**src/rtl/spec_line_pkg.sv**
```systemverilog
// Shared encodings of the speculative-isolation line controller.
// Assumes: one line per instance; codes are fixed by the port contract.
package spec_line_pkg;
    localparam int ST_W  = 3;
    localparam int OP_W  = 3;
    localparam int SN_W  = 2;
    localparam int BR_W  = 2;

    typedef enum logic [ST_W-1:0] {
        LN_INV  = 3'd0,
        LN_SHR  = 3'd1,
        LN_EXC  = 3'd2,
        LN_MOD  = 3'd3,
        LN_SPEC = 3'd4,
        LN_ISO  = 3'd5
    } line_st_e;

    typedef enum logic [OP_W-1:0] {
        OP_NONE   = 3'd0,
        OP_LD     = 3'd1,
        OP_ST     = 3'd2,
        OP_TLD    = 3'd3,
        OP_TST    = 3'd4,
        OP_COMMIT = 3'd5,
        OP_REVERT = 3'd6,
        OP_EVICT  = 3'd7
    } loc_op_e;

    typedef enum logic [SN_W-1:0] {
        SN_NONE = 2'd0,
        SN_RD   = 2'd1,
        SN_RDX  = 2'd2,
        SN_TRDX = 2'd3
    } snp_e;

    typedef enum logic [BR_W-1:0] {
        BR_NONE = 2'd0,
        BR_RD   = 2'd1,
        BR_RDX  = 2'd2,
        BR_TRDX = 2'd3
    } bus_req_e;
endpackage

```
**src/rtl/spec_line_local.sv**
```systemverilog
// Local-side transition logic: maps the current state and one local
// operation to the next state, the bus request and the eviction alert.
// Assumes: a miss fill's shared/threatened flags arrive in the same cycle.
module spec_line_local
    import spec_line_pkg::*;
(
    input  line_st_e cur_st,
    input  loc_op_e  op,
    input  logic     fill_shared,
    input  logic     fill_threat,
    output line_st_e nxt_st,
    output bus_req_e req,
    output logic     evict_alert
);
    // Next state and request for the local operation
    always_comb begin
        nxt_st      = cur_st;
        req         = BR_NONE;
        evict_alert = 1'b0;
        unique case (op)
            OP_LD: begin
                if (cur_st == LN_INV) begin
                    req    = BR_RD;
                    nxt_st = (fill_shared || fill_threat) ? LN_SHR : LN_EXC;
                end
            end
            OP_TLD: begin
                if (cur_st == LN_INV) begin
                    req = BR_RD;
                    if (fill_threat)      nxt_st = LN_ISO;
                    else if (fill_shared) nxt_st = LN_SHR;
                    else                  nxt_st = LN_EXC;
                end
            end
            OP_ST: begin
                if (cur_st == LN_INV || cur_st == LN_SHR || cur_st == LN_ISO) begin
                    req    = BR_RDX;
                    nxt_st = LN_MOD;
                end else if (cur_st == LN_EXC) begin
                    nxt_st = LN_MOD;
                end
            end
            OP_TST: begin
                if (cur_st != LN_SPEC) begin
                    req    = BR_TRDX;
                    nxt_st = LN_SPEC;
                end
            end
            OP_COMMIT: begin
                if (cur_st == LN_SPEC)     nxt_st = LN_MOD;
                else if (cur_st == LN_ISO) nxt_st = LN_INV;
            end
            OP_REVERT: begin
                if (cur_st == LN_SPEC || cur_st == LN_ISO) nxt_st = LN_INV;
            end
            OP_EVICT: begin
                if (cur_st == LN_SPEC) evict_alert = 1'b1;
                else                   nxt_st      = LN_INV;
            end
            default: ;
        endcase
    end
endmodule

```
**src/rtl/spec_line_snoop.sv**
```systemverilog
// Snoop-side transition logic: maps the current state and one snooped
// bus request to the next state and the response flags.
// Assumes: data supply itself is handled outside this block.
module spec_line_snoop
    import spec_line_pkg::*;
(
    input  line_st_e cur_st,
    input  snp_e     snp,
    output line_st_e nxt_st,
    output logic     sup_data,
    output logic     thr_resp,
    output logic     wr_conflict
);
    // Next state and response flags for the snooped request
    always_comb begin
        nxt_st      = cur_st;
        sup_data    = 1'b0;
        thr_resp    = 1'b0;
        wr_conflict = 1'b0;
        unique case (snp)
            SN_RD: begin
                if (cur_st == LN_SPEC) begin
                    sup_data = 1'b1;
                    thr_resp = 1'b1;
                end else if (cur_st == LN_MOD || cur_st == LN_EXC) begin
                    nxt_st = LN_SHR;
                end
            end
            SN_RDX: begin
                if (cur_st == LN_SPEC) wr_conflict = 1'b1;
                else                   nxt_st      = LN_INV;
            end
            SN_TRDX: begin
                if (cur_st == LN_MOD || cur_st == LN_EXC) nxt_st = LN_SHR;
            end
            default: ;
        endcase
    end
endmodule

```
**src/rtl/spec_line_ctrl.sv**
```systemverilog
// Top of the per-line controller: holds the line state, gives a snoop
// priority over a local operation arriving in the same cycle, and drives
// the combinational response outputs.
// Assumes: synchronous active-low reset; at most one of each op per cycle.
module spec_line_ctrl
    import spec_line_pkg::*;
(
    input  logic       clk,
    input  logic       rst_n,
    input  logic [2:0] local_op,
    input  logic [1:0] snoop_op,
    input  logic       fill_shared,
    input  logic       fill_threat,
    output logic [2:0] line_state,
    output logic [2:0] next_state,
    output logic [1:0] bus_req,
    output logic       suppress_data,
    output logic       threatened,
    output logic       alert,
    output logic       conflict
);
    line_st_e state_q;
    line_st_e loc_nxt, snp_nxt, sel_nxt;
    bus_req_e loc_req;
    logic     loc_alert, snp_sup, snp_thr, snp_cnf;
    logic     snoop_act;

    assign snoop_act = (snp_e'(snoop_op) != SN_NONE);

    spec_line_local u_local (
        .cur_st      (state_q),
        .op          (loc_op_e'(local_op)),
        .fill_shared (fill_shared),
        .fill_threat (fill_threat),
        .nxt_st      (loc_nxt),
        .req         (loc_req),
        .evict_alert (loc_alert)
    );

    spec_line_snoop u_snoop (
        .cur_st      (state_q),
        .snp         (snp_e'(snoop_op)),
        .nxt_st      (snp_nxt),
        .sup_data    (snp_sup),
        .thr_resp    (snp_thr),
        .wr_conflict (snp_cnf)
    );

    // Select the snoop result over the local result
    always_comb begin
        sel_nxt = snoop_act ? snp_nxt : loc_nxt;
    end

    // Line state register
    always_ff @(posedge clk) begin
        if (!rst_n) state_q <= LN_INV;
        else        state_q <= sel_nxt;
    end

    assign line_state    = state_q;
    assign next_state    = sel_nxt;
    assign bus_req       = snoop_act ? BR_NONE : loc_req;
    assign alert         = snoop_act ? 1'b0 : loc_alert;
    assign suppress_data = snp_sup;
    assign threatened    = snp_thr;
    assign conflict      = snp_cnf;

    // transactional store from a non-speculative line lands speculative
    a_r2_tstore_enters: assert property (@(posedge clk) disable iff (!rst_n)
        (!snoop_act && local_op == OP_TST && state_q != LN_SPEC)
        |-> (bus_req == BR_TRDX) ##1 (line_state == LN_SPEC));

    // speculative line keeps its state under a transactional snoop
    a_r3_trdx_ignored: assert property (@(posedge clk) disable iff (!rst_n)
        (snoop_op == SN_TRDX && state_q == LN_SPEC)
        |=> (line_state == LN_SPEC));

    // plain read to speculative line is threatened with data withheld
    a_r4_threat_resp: assert property (@(posedge clk) disable iff (!rst_n)
        (snoop_op == SN_RD && state_q == LN_SPEC)
        |-> (threatened && suppress_data));

    // plain exclusive request to speculative line flags a conflict
    a_r5_conflict_hold: assert property (@(posedge clk) disable iff (!rst_n)
        (snoop_op == SN_RDX && state_q == LN_SPEC)
        |-> conflict ##1 (line_state == LN_SPEC));

    // isolated line leaves silently
    a_r7_iso_silent: assert property (@(posedge clk) disable iff (!rst_n)
        (state_q == LN_ISO && !snoop_act && local_op == OP_EVICT)
        |-> !alert ##1 (line_state == LN_INV));

    // commit is local
    a_r8_commit_quiet: assert property (@(posedge clk) disable iff (!rst_n)
        (!snoop_act && local_op == OP_COMMIT) |-> (bus_req == BR_NONE));

    // an alert means the line is still resident afterwards
    a_r10_alert_resident: assert property (@(posedge clk) disable iff (!rst_n)
        alert |-> (state_q == LN_SPEC) ##1 (line_state == LN_SPEC));

    // a snoop cycle never issues a local bus request
    a_r12_snoop_wins: assert property (@(posedge clk) disable iff (!rst_n)
        snoop_act |-> (bus_req == BR_NONE && !alert));

    // registered state follows the shown next state
    a_r13_next_taken: assert property (@(posedge clk) disable iff (!rst_n)
        1'b1 |=> (line_state == $past(next_state)));
endmodule

```
**config.mk**
```make
export PLATFORM = sky130hd
export DESIGN_NAME = spec_line_ctrl
export DESIGN_NICKNAME = d
export VERILOG_FILES = /design/src/rtl/spec_line_pkg.sv /design/src/rtl/spec_line_local.sv /design/src/rtl/spec_line_snoop.sv /design/src/rtl/spec_line_ctrl.sv
export SDC_FILE = /design/constraint.sdc
export NUM_CORES = 1
export LEC_CHECK = 0
export BUFFER_PORTS_ARGS = -buffer_cell sky130_fd_sc_hd__clkbuf_2
export CAP_MARGIN = 25
export CORE_AREA = 2 2 39 41
export CTS_CLUSTER_DIAMETER = 150
export CTS_CLUSTER_SIZE = 40
export DETAILED_ROUTE_END_ITERATION = 10
export DIE_AREA = 0 0 41 43
export PLACE_DENSITY = 0.66
export REMOVE_ABC_BUFFERS = 1
export SLEW_MARGIN = 20
export SYNTH_ARGS = -nofsm -noshare
export SYNTH_HDL_FRONTEND = slang
export SYNTH_SLANG_ARGS = --single-unit
```
**constraint.sdc**
```tcl
create_clock -name clk -period 3.2 [get_ports clk]
set_input_delay 0.64 -clock clk [delete_from_list [all_inputs] [get_ports clk]]
set_output_delay 0.64 -clock clk [all_outputs]
set_load 0.02 [all_outputs]
```
==> Word-level counts from Yosys, hierarchy flattened <==
Index checks and enable logic that the tools add are counted.
{ "op_classes": {"eq_ne": 16, "n_mux": 27, "reduce_logical": 8} }
{ "ops": {"columns": ["cell", "n"], "rows": [
  ["two-way mux 3 bit", 13],
  ["case mux 3 bit (7 select lines)", 1],
  ["== test 3 bit, second input constant", 6],
  ["== test 3 x 2 -> 1 bit, second input constant", 4],
  ["two-way mux 2 bit", 5],
  ["case mux 3 bit (3 select lines)", 1],
  ["== test 3 x 1 -> 1 bit, second input constant", 2],
  ["two-way mux 1 bit", 6],
  ["case mux 2 bit (3 select lines)", 1],
  ["logical OR 1 bit", 5],
  ["== test 2 bit, second input constant", 2],
  ["logical NOT 3 bit", 1],
  ["inequality test 3 bit, second input constant", 1],
  ["== test 2 x 1 -> 1 bit, second input constant", 1],
  ["nonzero test 2 bit", 1],
  ["OR reduction 2 bit", 1]
]} }
{ "word_totals": {"ff_bits": 3, "inputBits": 9, "out_inout_bits": 12, "word_cells": 52} }

==> Logic depth before layout (Yosys ltp) <==
{ "depth": {"depth_word": 6, "mapped_depth": 5, "depth_no_buf": 4} }

==> Hierarchy <==
Synthesis repeated with hierarchy kept, for this count alone.
{ "unflattened": {"hier_cells": 79, "hier_area_um2": 543.0} }
{ "by_module_without_submodules": {"columns": ["module", "instances", "cells_per_inst", "area_per_inst_um2", "seq_area_each_um2"], "rows": [
  ["spec_line_local", 1, 49, 282.8, 0.0],
  ["spec_line_ctrl", 1, 19, 180.2, 60.1],
  ["spec_line_snoop", 1, 11, 80.1, 0.0]
]} }

==> Worst setup path after synthesis <==
OpenSTA, ideal clock, no wires.
{ "synth_timing": {"kind": "register to output", "start": "register state_q[2] (netlist: line_state[2])", "end": "output port threatened", "arrival_time_ns": 1.756, "t_required_ns": 2.560, "setup_slack_ns": 0.804, "stages_incl_launch_ff": 4, "n_path_buf": 1, "cell_sequence": "dfxtp_1 or3b_4 nor3b_1 buf_4"} }
{ "synth_via": {"elab_chain_cells": 3} }
{ "synth_lines": {"columns": ["element", "line", "source"], "rows": [
  ["from (decl)", "spec_line_ctrl.sv:22", "line_st_e state_q;"],
  ["from (signal assigned)", "spec_line_ctrl.sv:57", "else state_q <= sel_nxt;"],
  ["== test 3 bit", "spec_line_snoop.sv:22", "if (cur_st == LN_SPEC) begin"],
  ["two-way mux 1 bit (2 in a row)", null, null],
  ["to (decl)", "spec_line_ctrl.sv:18", "output logic threatened,"]
]} }
Every way passes these cells.

==> Final worst setup path <==
{ "layout_timing": {"start": "input port local_op[1]", "end": "output port bus_req[1]"} }
{ "layout_via": {"elab_chain_cells": 4, "word_cells_on_any_way": 7, "classes_between": "eq/ne: 4; mux: 2; reduce/logical: 1"} }
{ "layout_lines": {"columns": ["element", "line", "source"], "rows": [
  ["from (decl)", "spec_line_ctrl.sv:10", "input logic [2:0] local_op,"],
  ["== test 3 x 1 -> 1 bit / == test 3 x 2 -> 1 bit (equally long branches)", "spec_line_local.sv:20", "unique case (op)"],
  ["OR reduction 2 bit (no line)", null, null],
  ["case mux 2 bit (3 select lines) (*)", "spec_line_local.sv:20", null],
  ["two-way mux 2 bit (*)", "spec_line_ctrl.sv:62", "assign bus_req = snoop_act ? BR_NONE : loc_req;"],
  ["to (decl)", "spec_line_ctrl.sv:16", "output logic [1:0] bus_req,"]
]} }
Mark *: on every way between the ends. The rest lies on a longest branch, timed or not.

==> impl_metrics.tcl <==
set metrics [dict create \
    hold_path.class "input pin to register" \
    grt_pass1_vias 485 \
    placementRows 14 \
    critPathKind "input pin to output port" \
    rsz0062_at_grt "no" \
    vias 583 \
    status "finished, final reports clean" \
    post_cts_buffers 0 \
    synth_top_family_by_area "simple AND/OR/NAND/NOR gates" \
    p_leak_nw 0.253 \
    ys.flop_type "dfxtp_1" \
    worstPathRequired_ns 2.56 \
    final_cells 104 \
    coreArea_mm2 0.00138 \
    fp.dieArea_mm2 0.00176 \
    cts_hold_buf 0 \
    ys_warn_count 0 \
    endpoint "bus_req[1]" \
    yosysMostFrequentCell "a21oi_1" \
    startpoint "local_op[1]" \
    dp_cells 100 \
    cts_root_buf "clkbuf_4" \
    drtAntennaViolNets 0 \
    pwr_density_cell_mw_per_mm2 277 \
    r2r-end "line_state[1]$_SDFF_PN0_" \
    finalInstanceArea_um2 614 \
    gp_congestion 0.769 \
    critPathCaptureType "output port" \
    synth_edf_count 0 \
    netlist_area_um2 528 \
    setup_tns_ns 0 \
    final_util_pct 44.4 \
    r2r_start "line_state[2]$_SDFF_PN0_" \
    power_w 0.000170 \
    pin_count 21 \
    htree_levels 1 \
    setup_violations 0 \
    async_flop_share_pct 0 \
    die_h_um 43 \
    grt_max_degree 19 \
    cts_buffers 3 \
    yosysTopAreaCellShare_pct 11.4 \
    crit_path_start_kind "input pin" \
    fill_cells 154 \
    fin_crit_ns 2.41 \
    path_clk_slew_ns 0.04 \
    yosysUniqueCellTypes 39 \
    syn_to_final_growth_pct 16.4 \
    io_buffers 20 \
    yosysSeqAreaShare_pct 11.4 \
    peakVddDrop_uv 197 \
    drv_slew 0 \
    critPathArrivalTime_ns 1.77 \
    synth_xor_area_share_pct 1.66 \
    viasPerCell 5.61 \
    fin_skew_ns 0.0000338 \
    synth_area_per_cell_um2 7.33 \
    drt-initial-drc-count 10 \
    ys_top_cells_by_area "dfxtp_1, a21oi_1, a31oi_1, buf_4, buf_6" \
    fp.dieW_um 41 \
    grt_antenna_before_repair 0 \
    grt-ovfl-total 0 \
    placed_area_um2 588 \
    worst_pin_slew_ns 0.566 \
    critPathMaxFanout 10 \
    drc 0 \
    synth_compound_area_share_pct 29.9 \
    firstDrtPassIters 4 \
    drive_gt1_share_pct 35.2 \
    synth_top_area_cell "dfxtp_1" \
    clock.fmax_mhz 414 \
    hold_violations 0 \
    grt_use_total_pct 15.9 \
    clockBufferDepth 2 \
    cts_tree "yes" \
    synthCells 72 \
    synth_commonest_cells "a21oi_1, nor2_1, a31oi_1" \
    ys_seq_elements 3 \
    grt_pass1_wl_um 2060 \
    wl_um 1330 \
    finalCritPeriodShare_pct 75.5 \
    cap_violations 0 \
    start_util_pct 38.2 \
    n_antenna_cell 0 \
    largest_register_ffs 3 \
    clkLatencyLatePin_ns 0.23 \
    yosys.area_share.simple_pct 43.8 \
    rr_worst_depth 4 \
    cts_sinks 3 \
    dp_hpwl_um 949 \
    yosys-mux-area-fraction_pct 1.90 \
    synth-adder-area-share_pct 0 \
    wl_per_cell_um 12.7 \
    fin_nets 98 \
    r2r_slack_ns 1.68 \
    max-slew-margin-rel_pct 62.2 \
    cts.repair.resized 0 \
]
-- stage by stage --
stage	hold slack [ns]	setup WS [ns]
6_report	0.670	0.785
5_1_grt	0.675	0.604
4_1_cts	0.665	0.781
3_5_place_dp	0.729	0.788
3_3_place_gp	0.730	0.834
2_1_floorplan	0.731	0.535
-- critical path, stage by stage --
cell and delay (ns):
clkbuf_2 0.16, and2b_4 0.32, nand2_2 0.06, a2111oi_2 0.37, clkbuf_2 0.23
-- kinds of logic after synthesis --
logic type             count (synthesis)
AO/OA/AOI/OAI                         22
XOR/XNOR                               1
flip-flops                             3
multiplexers                           1
buffers and inverters                  8
AND/OR/NAND/NOR                       37
-- layout by cell type (no fill, tap or decap), drive strengths merged, types with 2 or more instances in the layout --
cell type,n
clkbuf,24
a21oi,7
nor2,6
a31oi,5
nand2,4
nor2b,4
nor4,3
nand2b,3
nor3b,3
dfxtp,3
and2b,3
nor3,2
nand3,2
o21ai,2
-- how the worst min path moves through the flow --
| stage | end | startpoint | cells past startpoint |
|---|---|---|---|
| 5_1_grt | line_state[1]$_SDFF_PN0_ | rst_n | 2 |
| 3_5_place_dp | line_state[0]$_SDFF_PN0_ | line_state[0]$_SDFF_PN0_ | 2 |
| 4_1_cts | line_state[1]$_SDFF_PN0_ | rst_n | 2 |
| 2_1_floorplan | line_state[0]$_SDFF_PN0_ | line_state[0]$_SDFF_PN0_ | 2 |
| 6_report | line_state[1]$_SDFF_PN0_ | rst_n | 2 |
| 3_3_place_gp | line_state[0]$_SDFF_PN0_ | line_state[0]$_SDFF_PN0_ | 2 |
-- layer usage --
layer / vias to the layer above / global-route usage, % / part of all wire [%] / routed length, um
li1: 297 / - / - / -
met3: 0 / 1.57 / 4.5 / 60
met5: - / 0 / 0 / 0
met4: 0 / 4.00 / 0 / 0
met1: 268 / 21.2 / 47 / 627
met2: 18 / 26.3 / 48 / 637
-- where the power goes --
group	total, W	internal [W]	switching [W]
logic	0.0000603	0.0000250	0.0000353
registers	0.0000448	0.0000391	0.00000567
clock network	0.0000649	0.0000466	0.0000183
total	0.000170	0.000111	0.0000593
-- area by class of cell --
cell class	count	area, um^2	share of cell area [%]
Clock buffer	4	26.3	4.28
Sequential cell	3	60.1	9.78
Tap cell	16	20.0	3.26
Multi-Input combinational cell	61	408	66.4
Timing Repair Buffer	20	100	16.3
Note: power is estimated with default switching activity, not from simulation.
